**src/rtl/exc_pkg.sv**
```systemverilog
package exc_pkg;

    typedef enum logic [2:0] {
        ST_IDLE,
        ST_PUSH_PCL,
        ST_PUSH_PCH,
        ST_PUSH_SR,
        ST_VEC_HI,
        ST_VEC_LO,
        ST_LOAD_PC
    } exc_state_t;

endpackage

```
**src/rtl/exc_status_unit.sv**
```systemverilog
module exc_status_unit #(
    parameter int DW = 16,
    parameter int S_BIT = 13,
    parameter int T_BIT = 15,
    parameter logic [DW-1:0] SR_RESET = 16'h2700
) (
    input  logic          clk,
    input  logic          rst_n,
    input  logic          take,
    input  logic          busy,
    input  logic          wr_en,
    input  logic [DW-1:0] wr_data,
    output logic [DW-1:0] sr,
    output logic [DW-1:0] sr_copy
);

    localparam logic [DW-1:0] ONE    = {{(DW-1){1'b0}}, 1'b1};
    localparam logic [DW-1:0] S_MASK = ONE << S_BIT;
    localparam logic [DW-1:0] T_MASK = ONE << T_BIT;

    // Snapshot first, then force supervisor on and trace off in the same edge.
    always_ff @(posedge clk) begin
        if (!rst_n) begin
            sr      <= SR_RESET;
            sr_copy <= '0;
        end else if (take) begin
            sr_copy <= sr;
            sr      <= (sr | S_MASK) & ~T_MASK;
        end else if (wr_en && !busy) begin
            sr      <= wr_data;
        end
    end

endmodule

```
**src/rtl/exc_trace_unit.sv**
```systemverilog
module exc_trace_unit #(
    parameter int AW = 32
) (
    input  logic          clk,
    input  logic          rst_n,
    input  logic          t_now,
    input  logic          instr_start,
    input  logic          instr_done,
    input  logic [AW-1:0] next_pc,
    input  logic          take_trace,
    output logic          pend,
    output logic [AW-1:0] pend_pc
);

    logic t_at_start;

    always_ff @(posedge clk) begin
        if (!rst_n) begin
            t_at_start <= 1'b0;
        end else if (instr_start) begin
            t_at_start <= t_now;
        end
    end

    // A newly posted trace has priority over clearing the one being taken.
    always_ff @(posedge clk) begin
        if (!rst_n) begin
            pend    <= 1'b0;
            pend_pc <= '0;
        end else if (instr_done && t_at_start) begin
            pend    <= 1'b1;
            pend_pc <= next_pc;
        end else if (take_trace) begin
            pend    <= 1'b0;
        end
    end

endmodule

```
**src/rtl/exc_entry_fsm.sv**
```systemverilog
module exc_entry_fsm
    import exc_pkg::*;
#(
    parameter int AW = 32,
    parameter int DW = 16,
    parameter int VW = 8,
    parameter logic [AW-1:0] SSP_RESET = 32'h0001_0000,
    parameter logic [VW-1:0] TRACE_VEC = 8'd9
) (
    input  logic          clk,
    input  logic          rst_n,
    input  logic          req_valid,
    input  logic [VW-1:0] req_vector,
    input  logic [AW-1:0] req_pc,
    input  logic          trc_pend,
    input  logic [AW-1:0] trc_pc,
    input  logic [DW-1:0] sr_copy,
    output logic          take,
    output logic          take_trace,
    output logic          busy,
    output logic [AW-1:0] ssp,
    output logic          mem_valid,
    output logic          mem_write,
    output logic [AW-1:0] mem_addr,
    output logic [DW-1:0] mem_wdata,
    input  logic [DW-1:0] mem_rdata,
    input  logic          mem_ready,
    output logic          pc_load,
    output logic [AW-1:0] pc_out
);

    localparam logic [AW-1:0] STEP = AW'(2);
    localparam int PAD = AW - VW - 2;

    exc_state_t    state, state_nx;
    logic [VW-1:0] vec_r;
    logic [AW-1:0] save_pc;
    logic [AW-1:0] ssp_r;
    logic [DW-1:0] hi_r;
    logic [AW-1:0] pc_r;
    logic [AW-1:0] vec_base;

    // External requests win over a pending trace.
    assign take       = (state == ST_IDLE) && (req_valid || trc_pend);
    assign take_trace = (state == ST_IDLE) && !req_valid && trc_pend;
    assign vec_base   = {{PAD{1'b0}}, vec_r, 2'b00};

    // State register.
    always_ff @(posedge clk) begin
        if (!rst_n) state <= ST_IDLE;
        else        state <= state_nx;
    end

    // Next-state logic.
    always_comb begin
        state_nx = state;
        unique case (state)
            ST_IDLE:     if (take)      state_nx = ST_PUSH_PCL;
            ST_PUSH_PCL: if (mem_ready) state_nx = ST_PUSH_PCH;
            ST_PUSH_PCH: if (mem_ready) state_nx = ST_PUSH_SR;
            ST_PUSH_SR:  if (mem_ready) state_nx = ST_VEC_HI;
            ST_VEC_HI:   if (mem_ready) state_nx = ST_VEC_LO;
            ST_VEC_LO:   if (mem_ready) state_nx = ST_LOAD_PC;
            ST_LOAD_PC:                 state_nx = ST_IDLE;
            default:                    state_nx = ST_IDLE;
        endcase
    end

    // Datapath registers.
    always_ff @(posedge clk) begin
        if (!rst_n) begin
            vec_r   <= '0;
            save_pc <= '0;
            ssp_r   <= SSP_RESET;
            hi_r    <= '0;
            pc_r    <= '0;
        end else begin
            unique case (state)
                ST_IDLE: begin
                    if (take) begin
                        vec_r   <= req_valid ? req_vector : TRACE_VEC;
                        save_pc <= req_valid ? req_pc : trc_pc;
                        ssp_r   <= ssp_r - STEP;
                    end
                end
                ST_PUSH_PCL, ST_PUSH_PCH: begin
                    if (mem_ready) ssp_r <= ssp_r - STEP;
                end
                ST_VEC_HI: begin
                    if (mem_ready) hi_r <= mem_rdata;
                end
                ST_VEC_LO: begin
                    if (mem_ready) pc_r <= {hi_r, mem_rdata};
                end
                default: begin
                end
            endcase
        end
    end

    // Outputs decoded from the state.
    always_comb begin
        mem_valid = 1'b0;
        mem_write = 1'b0;
        mem_addr  = ssp_r;
        mem_wdata = '0;
        unique case (state)
            ST_PUSH_PCL: begin
                mem_valid = 1'b1;
                mem_write = 1'b1;
                mem_wdata = save_pc[DW-1:0];
            end
            ST_PUSH_PCH: begin
                mem_valid = 1'b1;
                mem_write = 1'b1;
                mem_wdata = save_pc[AW-1:DW];
            end
            ST_PUSH_SR: begin
                mem_valid = 1'b1;
                mem_write = 1'b1;
                mem_wdata = sr_copy;
            end
            ST_VEC_HI: begin
                mem_valid = 1'b1;
                mem_addr  = vec_base;
            end
            ST_VEC_LO: begin
                mem_valid = 1'b1;
                mem_addr  = vec_base + STEP;
            end
            default: begin
            end
        endcase
    end

    assign busy    = (state != ST_IDLE);
    assign pc_load = (state == ST_LOAD_PC);
    assign pc_out  = pc_r;
    assign ssp     = ssp_r;

endmodule

```
**src/rtl/exc_entry_seq.sv**
```systemverilog
module exc_entry_seq #(
    parameter int AW = 32,
    parameter int DW = 16,
    parameter int VW = 8,
    parameter int S_BIT = 13,
    parameter int T_BIT = 15,
    parameter logic [DW-1:0] SR_RESET = 16'h2700,
    parameter logic [AW-1:0] SSP_RESET = 32'h0001_0000,
    parameter logic [VW-1:0] TRACE_VEC = 8'd9
) (
    input  logic          clk,
    input  logic          rst_n,
    input  logic          req_valid,
    input  logic [VW-1:0] req_vector,
    input  logic [AW-1:0] req_pc,
    input  logic          instr_start,
    input  logic          instr_done,
    input  logic [AW-1:0] next_pc,
    input  logic          sr_wr_en,
    input  logic [DW-1:0] sr_wr_data,
    output logic [DW-1:0] sr,
    output logic [AW-1:0] ssp,
    output logic          busy,
    output logic          trace_req,
    output logic          mem_valid,
    output logic          mem_write,
    output logic [AW-1:0] mem_addr,
    output logic [DW-1:0] mem_wdata,
    input  logic [DW-1:0] mem_rdata,
    input  logic          mem_ready,
    output logic          pc_load,
    output logic [AW-1:0] pc_out
);

    logic          take;
    logic          take_trace;
    logic [DW-1:0] sr_copy;
    logic [AW-1:0] trc_pc;

    exc_status_unit #(
        .DW(DW), .S_BIT(S_BIT), .T_BIT(T_BIT), .SR_RESET(SR_RESET)
    ) u_status (
        .clk(clk), .rst_n(rst_n), .take(take), .busy(busy),
        .wr_en(sr_wr_en), .wr_data(sr_wr_data),
        .sr(sr), .sr_copy(sr_copy)
    );

    exc_trace_unit #(.AW(AW)) u_trace (
        .clk(clk), .rst_n(rst_n), .t_now(sr[T_BIT]),
        .instr_start(instr_start), .instr_done(instr_done),
        .next_pc(next_pc), .take_trace(take_trace),
        .pend(trace_req), .pend_pc(trc_pc)
    );

    exc_entry_fsm #(
        .AW(AW), .DW(DW), .VW(VW), .SSP_RESET(SSP_RESET), .TRACE_VEC(TRACE_VEC)
    ) u_fsm (
        .clk(clk), .rst_n(rst_n),
        .req_valid(req_valid), .req_vector(req_vector), .req_pc(req_pc),
        .trc_pend(trace_req), .trc_pc(trc_pc), .sr_copy(sr_copy),
        .take(take), .take_trace(take_trace), .busy(busy), .ssp(ssp),
        .mem_valid(mem_valid), .mem_write(mem_write), .mem_addr(mem_addr),
        .mem_wdata(mem_wdata), .mem_rdata(mem_rdata), .mem_ready(mem_ready),
        .pc_load(pc_load), .pc_out(pc_out)
    );

endmodule

```
**config.mk**
```make
export PLATFORM = sky130hd
export DESIGN_NAME = exc_entry_seq
export DESIGN_NICKNAME = d
export VERILOG_FILES = /design/src/rtl/exc_pkg.sv /design/src/rtl/exc_status_unit.sv /design/src/rtl/exc_trace_unit.sv /design/src/rtl/exc_entry_fsm.sv /design/src/rtl/exc_entry_seq.sv
export SDC_FILE = /design/constraint.sdc
export NUM_CORES = 1
export LEC_CHECK = 0
export ABC_CLOCK_PERIOD_IN_PS = 3400
export CORE_MARGIN = 5
export CORE_UTILIZATION = 50
export CTS_CLUSTER_SIZE = 30
export DETAILED_ROUTE_END_ITERATION = 7
export DONT_BUFFER_PORTS = 1
export SLEW_MARGIN = 20
export SYNTH_ARGS = -nofsm -noshare
export SYNTH_HDL_FRONTEND = slang
export SYNTH_HIERARCHICAL = 1
export SYNTH_SLANG_ARGS = --single-unit
```
**constraint.sdc**
```tcl
create_clock -name clk -period 3.4 [get_ports clk]
set_input_delay 0.17 -clock clk [delete_from_list [all_inputs] [get_ports clk]]
set_output_delay 0.17 -clock clk [all_outputs]
set_load 0.03 [all_outputs]
```
==> metrics.yaml <==
outcome: "finished, final reports clean"
die-area_um2: 19400
via_per_inst: 5.63
clock_power_share_pct: 32.6
slew_headroom_pct: 39.8
hold_viol: 0
fin_total_pwr_mw: 5.85
cts_max_level: 4
core-area_um2: 16500
regToRegSetupSlack_ns: 0.47
dp_slack_ns: 0.806
fmax_ghz: 0.342
wire_per_inst_um: 18.7
syn_inst: 945
cpMaxStageDelayCell: "or3b_2"
fin_nets: 1131
p_comb_share_pct: 20.9
worst_pin_slew_ns: 0.904
min_path_type: "input pin to register"
path_buf_inv: 2
min_from: "req_pc[9]"
gp_congestion: 0.809
postLayoutCoreUtil_pct: 61.3
totalWireLength_mm: 23.4
syn2layout_area_growth_pct: 21.0
start_kind: "register"
overflow: 0
cts_tree: "built"
swShare_pct: 34.9
clk_latency_ns: 0.43
crit_required_ns: 3.71
min_delay_worst_endpoint: "u_fsm/save_pc[9]"
worstPathMaxFanout: 25
slew_violations: 0
root_buffer: "clkbuf_16"
cts_resized: 0
portBuffers: 0
rsz0062_at_grt: "false"
clock-sinks: 188
clkSlewWorstSetupHoldPaths_ns: 0.07
start_util_pct: 50.7
yosysUniqueCellTypes: 52
drive_gt1_share_pct: 12.9
track_usage_pct: 23.1
path_class: "register to register"
antenna_found_initial: 1
grt_pass1_vias: 6847
critical_path.top_delay_family: "simple AND/OR/NAND/NOR gates"
irDropWorstVdd_mv: 0.373
nFillCells: 1408
yosys_most_used_dff: "dfxtp_1"
grt_max_degree: 118
ant_nets: 0
finClkSkew_ns: 0.00806
p_leak_nw: 3.67
ys_seq_elements: 188
power_frac_seq_pct: 46.5
reg2regPathDepth: 6
setup_tns_ns: 0
cts_buffers: 17
setup_viol: 0
num_vias: 7057
max_stage_delay_ns: 0.79
crit_cells: 6
row_count: 47
cp-end-kind: "register"
holdPathStages: 2
reg2reg_from: "u_trace/pend"
powerDensity_nw_per_um2: 577
yosysWarnings: 6
ios: 244
finalCritPeriodShare_pct: 86.1
worstPathCellList: "o21ai_1, inv_2, or3b_2, mux2i_1, nand2_1, dlygate4sd3_1"
synth_edf_count: 0
arrival_ns: 3.24
firstDrtPassIters: 5
fin_ws_ns: 0.472
switching_power_mw: 2.04
seq_area_um2: 3760
drt_iter0_drc: 500
multiInputGateArea_um2: 4160
hold_buffers: 118
yosysSeqAreaShare_pct: 44.9
p_int_mw: 3.81
drc: 0
period_needed_ns: 2.93
reg2reg_to: "u_status/sr[8]"
cts_post_setup_buffers_inserted: 0
grt_first_pass_wirelength_mm: 36.7
cts.path.max_buffers: 2
async_flop_share_pct: 0
dp_hpwl_mm: 15.4
die_w_um: 139
die_h_um: 139
syn_avg_cell_area_um2: 8.86
maxCapViolCount: 0
syn_area_um2: 8370
==> placed cells by master, fill, tap and decap left out, types with 7 or more instances in the layout <==
| cell | n |
|---|---|
| o21ai_0 | 7 |
| nand3_1 | 16 |
| xnor2_1 | 7 |
| clkbuf_16 | 17 |
| nand4_1 | 41 |
| xor2_1 | 15 |
| nand2_1 | 147 |
| nor2b_1 | 24 |
| mux2_2 | 25 |
| mux2i_1 | 55 |
| buf_4 | 19 |
| nor2_1 | 85 |
| o21ai_2 | 41 |
| a22oi_1 | 22 |
| dlygate4sd3_1 | 117 |
| dfxtp_1 | 188 |
| or4_1 | 7 |
| a21oi_1 | 58 |
| nor3_1 | 7 |
| or3_1 | 7 |
| and2_1 | 29 |
| a211oi_1 | 33 |
==> synthesized netlist by cell type, drive strengths merged (7+ instances only) <==
master | instances | area [µm²]
nor2b | 24 | 150
mux2 | 25 | 282
or4 | 8 | 63.8
nand4 | 41 | 257
a22oi | 22 | 165
mux2i | 55 | 551
xnor2 | 7 | 61.3
xor2 | 15 | 131
nand2 | 147 | 552
or3 | 7 | 43.8
buf | 32 | 240
clkbuf | 51 | 191
a21oi | 58 | 290
o21ai | 51 | 409
nor3 | 9 | 67.6
nand3 | 18 | 100
a211oi | 33 | 248
nor2 | 86 | 323
and2 | 30 | 190
dfxtp | 188 | 3760
==> worst max path at each step <==
| stage | startpoint | end |
|---|---|---|
| 5_1_grt | u_trace/pend | u_status/sr[8] |
| 3_3_place_gp | u_fsm/ssp[3] | u_fsm/ssp[15] |
| 3_5_place_dp | u_fsm/ssp[3] | u_fsm/ssp[15] |
| 2_1_floorplan | u_fsm/state[1] | u_status/sr_copy[11] |
| 4_1_cts | u_fsm/state[2] | u_status/sr[8] |
| 6_report | u_trace/pend | u_status/sr[8] |
==> worst register-to-register path: stages (launching register included) <==
cell and delay (ns):
dfxtp_1 0.46, o21ai_1 0.59, inv_2 0.08, or3b_2 0.79, mux2i_1 0.28, nand2_1 0.07
dlygate4sd3_1 0.56
==> area by class of cell <==
class                   instances  share of cell area, %
repair buffers                137                   13.2
inverters                       6                  0.235
diodes                          1                 0.0247
flip-flops and latches        188                   37.1
clock buffers                  18                   4.33
clock inverters                14                   1.26
well taps                     220                   2.72
multi-input cells             669                   41.1
==> power by group through the flow <==
stage                     combinational, mW  clock (mW)  sequential (mW)
final                                  1.22        1.91             2.72
after global routing                   1.32        2.05             2.74
after CTS                              1.22        1.95             2.72
after detailed placement               1.10           0             2.77
after global placement                 1.08           0             2.77
after floorplan                       0.990           0             2.70
==> sequential cells by signal (all words and copies together) (netlist names), 8 cells and up <==
name	cells
u_status/sr	16
u_status/sr_copy	16
u_fsm/ssp	31
u_fsm/vec_r	8
u_fsm/hi_r	16
u_fsm/save_pc	32
u_fsm/pc_out	32
u_trace/pend_pc	32
==> per-layer routing <==
layer	share of wire [%]	global-route usage, %
met3	7.3	6.96
met2	51	39.4
met5	0	0
met4	2.9	9.94
met1	39	26.8
==> cell families (layout without fill, tap and decap cells) <==
logic type | Yosys count | in the layout | share of synthesized area [%]
and+or+nand+nor | 392 | 392 | 23.1
buffers and inverters | 89 | 175 | 5.42
other | 1 | 3 | 0.0448
muxes | 80 | 80 | 9.94
DFF | 188 | 188 | 44.9
adders and majority gates | 1 | 1 | 0.149
xor gates and xnor gates | 22 | 22 | 2.30
AOI/OAI and AO/OA | 172 | 172 | 14.1
==> per-stage QoR <==
stage | std cells | area (µm²) | hold slack [ns]
CTS | 1252 | 10100 | 0.00346
floorplan | 946 | 8380 | 0.232
global route | 1253 | 10100 | 0.0180
detailed placement | 1102 | 8370 | 0.243
global placement | 1102 | 8370 | 0.241
finish | 1253 | 10100 | 0.0227
No activity file was read; power rests on OpenSTA's default activity.
